<file path="src/rtl/iso_tx_pkg.sv">
package iso_tx_pkg;

    // Control/status bit positions
    localparam int CSR_ROOM  = 0;
    localparam int CSR_SENT  = 1;
    localparam int CSR_FLUSH = 2;
    localparam int CSR_UNDR  = 3;
    localparam int CSR_SHORT = 7;

    typedef struct packed {
        logic full;
        logic shrt;
    } slot_flags_t;

    function automatic logic [7:0] pack_csr(input logic shrt, input logic undr,
                                            input logic sent, input logic room);
        logic [7:0] v;
        v = 8'h00;
        v[CSR_SHORT] = shrt;
        v[CSR_UNDR]  = undr;
        v[CSR_SENT]  = sent;
        v[CSR_ROOM]  = room;
        return v;
    endfunction

endpackage

</file>
<file path="src/rtl/iso_tx_slots.sv">
module iso_tx_slots
    import iso_tx_pkg::*;
#(
    parameter int PKT_BYTES = 256,
    localparam int LW = $clog2(PKT_BYTES + 1),
    localparam int PW = (PKT_BYTES > 1) ? $clog2(PKT_BYTES) : 1
) (
    input  logic          clk,
    input  logic          rst,
    input  logic          wr_en,
    input  logic [7:0]    wr_byte,
    input  logic          tsp_req,
    input  logic          flush,
    input  logic          rd_en,
    output logic [7:0]    rd_byte,
    output logic          pkt_ready,
    output logic [LW-1:0] pkt_len,
    output logic          underrun,
    output logic          room,
    output logic          tsp_pend
);

    slot_flags_t   fl_q   [2];
    logic [LW-1:0] cnt_q  [2];
    logic [7:0]    mem_q  [2][PKT_BYTES];
    logic          wsel_q, rsel_q;
    logic [PW-1:0] rpos_q;
    logic [7:0]    rd_byte_q;

    logic          wfull, head_full;
    logic [LW-1:0] wcnt, head_cnt;
    logic          wr_ok, wr_last, tsp_ok, rd_ok, rd_last;

    always_comb begin
        wfull     = fl_q[wsel_q].full;
        wcnt      = cnt_q[wsel_q];
        head_full = fl_q[rsel_q].full;
        head_cnt  = cnt_q[rsel_q];
        wr_ok     = wr_en && !wfull;
        wr_last   = wr_ok && (wcnt == LW'(PKT_BYTES - 1));
        // a byte write in the same cycle takes precedence over a short-packet request
        tsp_ok    = tsp_req && !wr_en && !wfull && (wcnt != '0);
        rd_ok     = rd_en && head_full;
        rd_last   = rd_ok && ((LW'(rpos_q) + LW'(1)) == head_cnt);
        underrun  = rd_en && !head_full;
    end

    always_ff @(posedge clk) begin
        if (rst || flush) begin
            for (int i = 0; i < 2; i++) begin
                fl_q[i]  <= '0;
                cnt_q[i] <= '0;
            end
            wsel_q    <= 1'b0;
            rsel_q    <= 1'b0;
            rpos_q    <= '0;
            rd_byte_q <= 8'h00;
        end else begin
            if (wr_ok) begin
                cnt_q[wsel_q] <= wcnt + LW'(1);
                if (wr_last) begin
                    fl_q[wsel_q].full <= 1'b1;
                    wsel_q            <= ~wsel_q;
                end
            end else if (tsp_ok) begin
                fl_q[wsel_q] <= '{full: 1'b1, shrt: 1'b1};
                wsel_q       <= ~wsel_q;
            end
            if (rd_ok) begin
                rd_byte_q <= mem_q[rsel_q][rpos_q];
                if (rd_last) begin
                    fl_q[rsel_q]  <= '0;
                    cnt_q[rsel_q] <= '0;
                    rpos_q        <= '0;
                    rsel_q        <= ~rsel_q;
                end else begin
                    rpos_q <= rpos_q + PW'(1);
                end
            end else if (underrun) begin
                rd_byte_q <= 8'h00;
            end
        end
    end

    always_ff @(posedge clk) begin
        if (wr_ok && !flush && !rst)
            mem_q[wsel_q][wcnt[PW-1:0]] <= wr_byte;
    end

    assign rd_byte   = rd_byte_q;
    assign pkt_ready = head_full;
    assign pkt_len   = head_cnt;
    assign room      = !(fl_q[0].full && fl_q[1].full);
    assign tsp_pend  = (fl_q[0].full && fl_q[0].shrt) || (fl_q[1].full && fl_q[1].shrt);


    no_drop_corrupt_chk: assert property (@(posedge clk) disable iff (rst)
        (wr_en && !flush && !rd_en && fl_q[0].full && fl_q[1].full)
        |=> ($stable(cnt_q[0]) && $stable(cnt_q[1])));


    flush_empties_chk: assert property (@(posedge clk) disable iff (rst)
        flush |=> (!pkt_ready && room && pkt_len == '0 && !tsp_pend));


    short_implies_ready_chk: assert property (@(posedge clk) disable iff (rst)
        tsp_pend |-> pkt_ready);

endmodule

</file>
<file path="src/rtl/iso_tx_csr.sv">
module iso_tx_csr
    import iso_tx_pkg::*;
(
    input  logic       clk,
    input  logic       rst,
    input  logic       csr_wr,
    input  logic [7:0] csr_wdata,
    output logic [7:0] csr_rdata,
    input  logic       underrun,
    input  logic       tx_done,
    input  logic       in_token,
    input  logic       pkt_ready,
    input  logic       room,
    input  logic       tsp_pend,
    input  logic       irq_en,
    output logic       tsp_req,
    output logic       flush,
    output logic       irq,
    output logic       nak
);

    logic sent_q, undr_q, nak_q;
    logic unused_bits;

    assign unused_bits = ^{csr_wdata[6:4], csr_wdata[CSR_ROOM]};

    assign tsp_req = csr_wr && csr_wdata[CSR_SHORT];
    assign flush   = csr_wr && csr_wdata[CSR_FLUSH];

    always_ff @(posedge clk) begin
        if (rst) begin
            sent_q <= 1'b0;
            undr_q <= 1'b0;
            nak_q  <= 1'b0;
        end else begin
            if (tx_done)
                sent_q <= 1'b1;
            else if (csr_wr && csr_wdata[CSR_SENT])
                sent_q <= 1'b0;
            if (underrun)
                undr_q <= 1'b1;
            else if (csr_wr && csr_wdata[CSR_UNDR])
                undr_q <= 1'b0;
            nak_q <= in_token && sent_q && !pkt_ready;
        end
    end

    assign csr_rdata = pack_csr(tsp_pend, undr_q, sent_q, room);
    assign irq       = irq_en && sent_q;
    assign nak       = nak_q;


    sent_sets_chk: assert property (@(posedge clk) disable iff (rst)
        tx_done |=> csr_rdata[CSR_SENT]);


    nak_on_idle_chk: assert property (@(posedge clk) disable iff (rst)
        (in_token && csr_rdata[CSR_SENT] && !pkt_ready) |=> nak);


    underrun_flag_chk: assert property (@(posedge clk) disable iff (rst)
        underrun |=> csr_rdata[CSR_UNDR]);


    flush_reads_zero_chk: assert property (@(posedge clk) disable iff (rst)
        csr_rdata[CSR_FLUSH] == 1'b0);

endmodule

</file>
<file path="src/rtl/iso_in_txbuf.sv">
module iso_in_txbuf
    import iso_tx_pkg::*;
#(
    parameter int PKT_BYTES = 256,
    localparam int LEN_W = $clog2(PKT_BYTES + 1)
) (
    input  logic             clk,
    input  logic             rst,
    input  logic             csr_wr,
    input  logic [7:0]       csr_wdata,
    output logic [7:0]       csr_rdata,
    input  logic             fifo_wr,
    input  logic [7:0]       fifo_wdata,
    input  logic             irq_en,
    output logic             irq,
    input  logic             in_token,
    output logic             nak,
    input  logic             tx_done,
    output logic             pkt_ready,
    output logic [LEN_W-1:0] pkt_len,
    input  logic             rd_strobe,
    output logic [7:0]       rd_data
);

    logic tsp_req, flush, underrun, room, tsp_pend;

    iso_tx_slots #(.PKT_BYTES(PKT_BYTES)) u_slots (
        .clk       (clk),
        .rst       (rst),
        .wr_en     (fifo_wr),
        .wr_byte   (fifo_wdata),
        .tsp_req   (tsp_req),
        .flush     (flush),
        .rd_en     (rd_strobe),
        .rd_byte   (rd_data),
        .pkt_ready (pkt_ready),
        .pkt_len   (pkt_len),
        .underrun  (underrun),
        .room      (room),
        .tsp_pend  (tsp_pend)
    );

    iso_tx_csr u_csr (
        .clk       (clk),
        .rst       (rst),
        .csr_wr    (csr_wr),
        .csr_wdata (csr_wdata),
        .csr_rdata (csr_rdata),
        .underrun  (underrun),
        .tx_done   (tx_done),
        .in_token  (in_token),
        .pkt_ready (pkt_ready),
        .room      (room),
        .tsp_pend  (tsp_pend),
        .irq_en    (irq_en),
        .tsp_req   (tsp_req),
        .flush     (flush),
        .irq       (irq),
        .nak       (nak)
    );

endmodule

</file>
<file path="config.mk">
export PLATFORM = sky130hd
export DESIGN_NAME = iso_in_txbuf
export DESIGN_NICKNAME = d
export VERILOG_FILES = /design/src/rtl/iso_tx_pkg.sv /design/src/rtl/iso_tx_slots.sv /design/src/rtl/iso_tx_csr.sv /design/src/rtl/iso_in_txbuf.sv
export SDC_FILE = /design/constraint.sdc
export NUM_CORES = 2
export LEC_CHECK = 0
export ABC_AREA = 1
export BUFFER_PORTS_ARGS = -buffer_cell sky130_fd_sc_hd__buf_2
export CAP_MARGIN = 20
export CORE_MARGIN = 4
export CORE_UTILIZATION = 63
export CTS_CLUSTER_SIZE = 28
export DETAILED_ROUTE_END_ITERATION = 7
export PLACE_DENSITY = 0.79
export SLEW_MARGIN = 20
export SYNTH_ARGS = -nofsm -noshare
export SYNTH_HDL_FRONTEND = slang
export SYNTH_MEMORY_MAX_BITS = 65536
export SYNTH_SLANG_ARGS = --single-unit
</file>
<file path="constraint.sdc">
create_clock -name clk -period 3.7 [get_ports clk]
set_input_delay 0 -clock clk [delete_from_list [all_inputs] [get_ports clk]]
set_output_delay 0 -clock clk [all_outputs]
set_load 0.1 [all_outputs]
</file>
=== After elaboration in Yosys (flattened, before gate mapping) ===
Memories as Yosys holds them, arrays and structs flattened. A register that Yosys moved wholly into a read port is not among the register bits.
Cells that the tools add are included.

* Bits in writable memories: 4118
* Flip-flop bits (word level): 21
* Logic and storage cells: 121
* Memories: 3

{| class="wikitable"
|+ Memory list
! name !! words !! width !! rd ports !! clocked after memory_dff !! wr ports !! line !! text
|-
| u_slots.mem_q || 2 || 2048 || 1 || 1 || 1 || iso_tx_slots.sv:25 || <nowiki>logic [7:0] mem_q [2][PKT_BYTES];</nowiki>
|-
| u_slots.cnt_q || 2 || 9 || 2 || 2 || 2 || iso_tx_slots.sv:24 || <nowiki>logic [LW-1:0] cnt_q [2];</nowiki>
|-
| u_slots.fl_q || 2 || 2 || 4 || 2 || 2 || iso_tx_slots.sv:23 || <nowiki>slot_flags_t fl_q [2];</nowiki>
|}

* Reduce and logical (&&, ||, !) cells: 40
* Bitwise logic cells: 5
* Mux-type cells: 57
* Eq/ne operators: 3
* Order comparisons: 3
* Add/subtract/negate cells: 3

{| class="wikitable"
|+ Operators by type and width
! kind !! count
|-
| $mux W2048 || 1
|-
| $bmux W8 S8 || 1
|-
| $demux W8 S8 || 1
|-
| $mux W8 || 6
|-
| $mux W1 || 43
|-
| $logic_and A1 B1 Y1 || 21
|-
| $ge A9 B9 Y1 const B || 2
|-
| $mux W9 || 2
|-
| $not A8 Y9 || 2
|-
| $reduce_or A9 Y1 || 2
|-
| $add A8 B1 Y9 const B || 1
|-
| $add A9 B1 Y9 const B || 1
|-
| $eq A9 B8 Y1 const B || 1
|-
| $eq A9 B9 Y1 || 1
|-
| $lt A9 B1 Y1 const B || 1
|-
| $reduce_bool A9 Y1 || 1
|-
| $add A8 B1 Y8 const B || 1
|-
| $reduce_bool A2 Y1 || 4
|-
| $logic_not A1 Y1 || 6
|-
| $mux W2 || 3
|-
| $reduce_and A2 Y1 || 2
|-
| $reduce_or A2 Y1 || 2
|-
| $logic_or A1 B1 Y1 || 2
|-
| $ne A2 B2 Y1 const B || 1
|-
| 2 further kinds || 3
|}

=== Depth between registers and ports, before layout ===
* Depth after elaboration: 11
* Gate-level depth with buffers: 18

=== Hierarchy ===
A second synthesis with hierarchy kept.

* Cell total of the unflattened synthesis: 14683
* Area total of the unflattened synthesis: 169326.1 µm²

{| class="wikitable"
|+ By module, submodules not included
! module !! area an instance (µm²) !! sequential area each (µm²) !! cells each !! instances
|-
| iso_tx_slots || 169134.7 || 123838.8 || 14655 || 1
|-
| iso_tx_csr || 191.4 || 60.1 || 28 || 1
|}

=== Worst setup path after synthesis ===
Ideal clock, no wire load.

* Path type: register -> register
* From: register (tool-made name)
* To: memory u_slots.cnt_q[0][5] (netlist bit)
* Arrival: 3.951 ns
* Clock period less this slack: 4.059 ns
* Slack: -0.359 ns
* Cell stages (with the launch flop): 13
* Library setup time: 0.108 ns
* Cell sequence: dfxtp_1 buf_4 buf_6 o21ai_0 or2_2 nand2_1 nor3b_2 nand3b_4 nor2_4 nand2_2 buf_6 nand2_1 inv_2

{| class="wikitable"
|+ RTL lines
! element !! line
|-
| end, declared || iso_tx_slots.sv:24
|}

==> results.json <==
{
  "regArea_um2": 124000,
  "slew_headroom": 0.285,
  "place.gp.congestion": 0.907,
  "worst_setup_path_end_kind": "flop",
  "antenna_found_initial": 26,
  "skew_ps": 91.0,
  "ir_worst_vdd_v": 0.000586,
  "pwr-share-seq": 0.548,
  "min_period_ps": 3600,
  "rows": 190,
  "cts_sinks": 4141,
  "hold_viol_final": 0,
  "critical_path_class": "flop to flop",
  "dr.pass1.iters": 8,
  "cts_tree": "yes",
  "drv_cap": 0,
  "path_clk_slew_ps": 60,
  "dieArea_um2": 278000,
  "post_layout_nonfiller_instances": 18700,
  "io_pins": 52,
  "wl_per_cell_um": 25.2,
  "reg2reg_depth": 14,
  "multiInputGateArea_um2": 40400,
  "ant_nets": 0,
  "post-cts-setup-buffer-count": 0,
  "cp-start-kind": "flop",
  "h-tree-depth": 5,
  "grt_max_degree": 172,
  "dp.cells": 17900,
  "drive_gt1_frac": 0.0989,
  "remaining_drc_errors": 1,
  "clkPwrFrac": 0.426,
  "p_per_area_nw_per_um2": 494,
  "clock_latency_ps": 960,
  "syn-mean-instance-area_um2": 11.7,
  "syn_to_final_growth_pct": 12.4,
  "yosysSeqAreaShare": 0.730,
  "syn_inst": 14500,
  "viasPerCell": 6.34,
  "fin_crit_sh": 0.973,
  "start_util": 0.633,
  "violations": "design-rule violations",
  "timing.rr.end": "u_slots.rd_byte[5]",
  "postLayoutCellArea_um2": 191000,
  "outcome": "finished with violations",
  "fmax_mhz": 278,
  "grt_pass1_wl_mm": 696,
  "p_sw_frac": 0.207,
  "cts_buffers": 405,
  "power_frac_comb": 0.026,
  "gr-usage-all-layers": 0.333,
  "design.core.area_um2": 268000,
  "placed_cell_area_um2": 177000,
  "rsz0062_at_grt": "false",
  "setup.worst_path.end": "u_slots.rd_byte[5]",
  "via_count": 119000,
  "internal_power_uw": 74600,
  "routed_wl_mm": 471,
  "grt_overflow": 0,
  "dp_hpwl_mm": 269,
  "hold_path_class": "input pin to flop",
  "critical_path_peak_fanout": 123,
  "grt_pass1_vias": 113000,
  "utilization": 0.711,
  "yosys_warnings": 0,
  "clockBufferDepth": 4,
  "yosys.cell_types.count": 42,
  "final_net_count": 14800,
  "fillers": 16800,
  "die_w_um": 527,
  "max_slew.worst_pin.slew_ps": 1070,
  "fp.dieH_um": 527,
  "setup_violations": 0,
  "drtIter0Drc": 19400,
  "syn_area_um2": 170000,
  "io_buffers": 43,
  "final.setup.tns_ps": 0,
  "power_uw": 94100,
  "clockRootBuffer": "clkbuf_16",
  "reg2reg_slack_ps": 100,
  "cellLeakagePower_uw": 0.0682,
  "p_sw_uw": 19400,
  "worst-endpoint-arrival_ps": 4460,
  "synth-seq-cells": 4141,
  "slew_viol_final": 0,
  "required_ps": 4560
}
==> cell families after synthesis <==
kind of cell | share of synthesized area
other cells | 0.0000221
simple gates | 0.221
buf+inv | 0.0319
flops | 0.730
fa+ha+maj | 0.000443
xor+xnor | 0.000671
compound gates | 0.0157
==> layout make-up <==
class,count,area share
Timing Repair Buffer,879,0.0441
Tap cell,3552,0.0233
Clock buffer,489,0.0553
Multi-Input combinational cell,9267,0.212
Antenna cell,14,0.000184
Inverter,125,0.00283
Sequential cell,4141,0.650
Clock inverter,245,0.0120
==> state kept, by name, indices dropped and copies added (netlist names), named ones only <==
register,flops
u_slots.rpos_q,8
u_csr.undr_q,1
u_csr.nak,1
u_slots.cnt_q,18
u_slots.wsel_q,1
u_slots.mem_q,4096
u_slots.rsel_q,1
u_slots.rd_byte,8
u_slots.fl_q,4
u_csr.sent_q,1
==> worst max-delay path, stage by stage (launching register included) <==
cell and delay (ps):
dfxtp_4 620, buf_12 310, buf_12 400, nand2_1 110, nand3_1 110, nand3_1 110
nand3_1 200, nand3_1 180, nand3_1 210, nand3_1 450, nand3_1 220, nand3_1 110
nand2_1 90, nand2_1 70, a21oi_1 120
==> how the worst min path moves through the flow <==
| stage | startpoint | endpoint | cells past startpoint |
|---|---|---|---|
| after global placement | rst | u_csr.undr_q | 2 |
| after detailed placement | rst | u_csr.undr_q | 2 |
| after CTS | rd_strobe | u_slots.rpos_q[6] | 5 |
| after floorplan | rst | u_csr.undr_q | 1 |
| after global routing | rd_strobe | u_slots.rpos_q[1] | 5 |
| final | rd_strobe | u_slots.rpos_q[6] | 5 |
==> metal layers <==
layer / track usage / up-vias / wire (um)
met5: 0.00190 / - / 198
met1: 0.435 / 56100 / 160000
met2: 0.518 / 8983 / 218000
met3: 0.0798 / 1647 / 62500
li1: - / 51900 / -
met4: 0.185 / 20 / 29800
==> stage by stage <==
step | setup WS, ps | hold slack, ps
after floorplan | 503 | 69.1
after global placement | 309 | 206
after detailed placement | 364 | 213
after CTS | 164 | 129
after global routing | 14.1 | 187
final | 100 | 184
==> power groups by stage <==
stage / sequential [uW] / combinational (uW) / clock (uW)
2_1_floorplan: 52600 / 794 / 0
3_3_place_gp: 52600 / 2280 / 0
3_5_place_dp: 52600 / 2330 / 0
4_1_cts: 51600 / 2380 / 40200
5_1_grt: 51500 / 2540 / 42200
6_report: 51600 / 2450 / 40100
==> synthesized netlist by cell type (all sizes together) <==
cell	number	area, um2
nand2	4933	18500
edfxtp	4096	123000
nand3	3241	16200
buf	698	3830
nor2	327	1270
clkbuf	292	1100
a21oi	286	1430
nor3	271	1370
inv	117	444
o211ai	61	458
a21boi	60	450
dfxtp	45	901
o21ai	31	170
o22ai	17	106
clkinv	8	30.0
xor2	7	61.3
ha	6	75.1
xnor2	6	52.6
nand4	4	31.3
or2	3	18.8
a211oi	2	15.0
a22oi	2	15.0
and2	1	6.26
and3	1	6.26
conb	1	3.75
nand3b	1	20.0
nor3b	1	12.5
o21a	1	7.51
o31ai	1	7.51
==> cell usage in the layout, fill, tap and decap left out, types with 11 or more instances in the layout <==
| cell | netlist | final |
|---|---|---|
| inv_1 | 100 | 95 |
| clkinv_1 | 8 | 94 |
| o21ai_0 | 17 | 15 |
| buf_12 | 0 | 138 |
| a21oi_1 | 286 | 286 |
| dlygate4sd3_1 | 0 | 28 |
| diode_2 | 0 | 14 |
| buf_2 | 454 | 36 |
| edfxtp_1 | 4096 | 4096 |
| o211ai_1 | 61 | 61 |
| nand2_1 | 4929 | 4923 |
| buf_4 | 168 | 667 |
| nand3_1 | 3241 | 3241 |
| inv_2 | 15 | 13 |
| nor3_1 | 269 | 264 |
| clkbuf_16 | 0 | 407 |
| o21ai_1 | 10 | 11 |
| o22ai_1 | 17 | 17 |
| nor2_1 | 316 | 310 |
| bufinv_16 | 0 | 33 |
| clkbuf_1 | 292 | 77 |
| clkinvlp_4 | 0 | 15 |
| a21boi_0 | 60 | 60 |
| dfxtp_1 | 45 | 37 |
| clkinv_2 | 0 | 89 |
==> what timing repair did <==
item,CTS,global route
setup endpoints to repair,0,2
endpoints found under the hold margin,2223,0
hold buffers,28,0
resized for setup,0,5
Power figures use the tool's default switching activity.
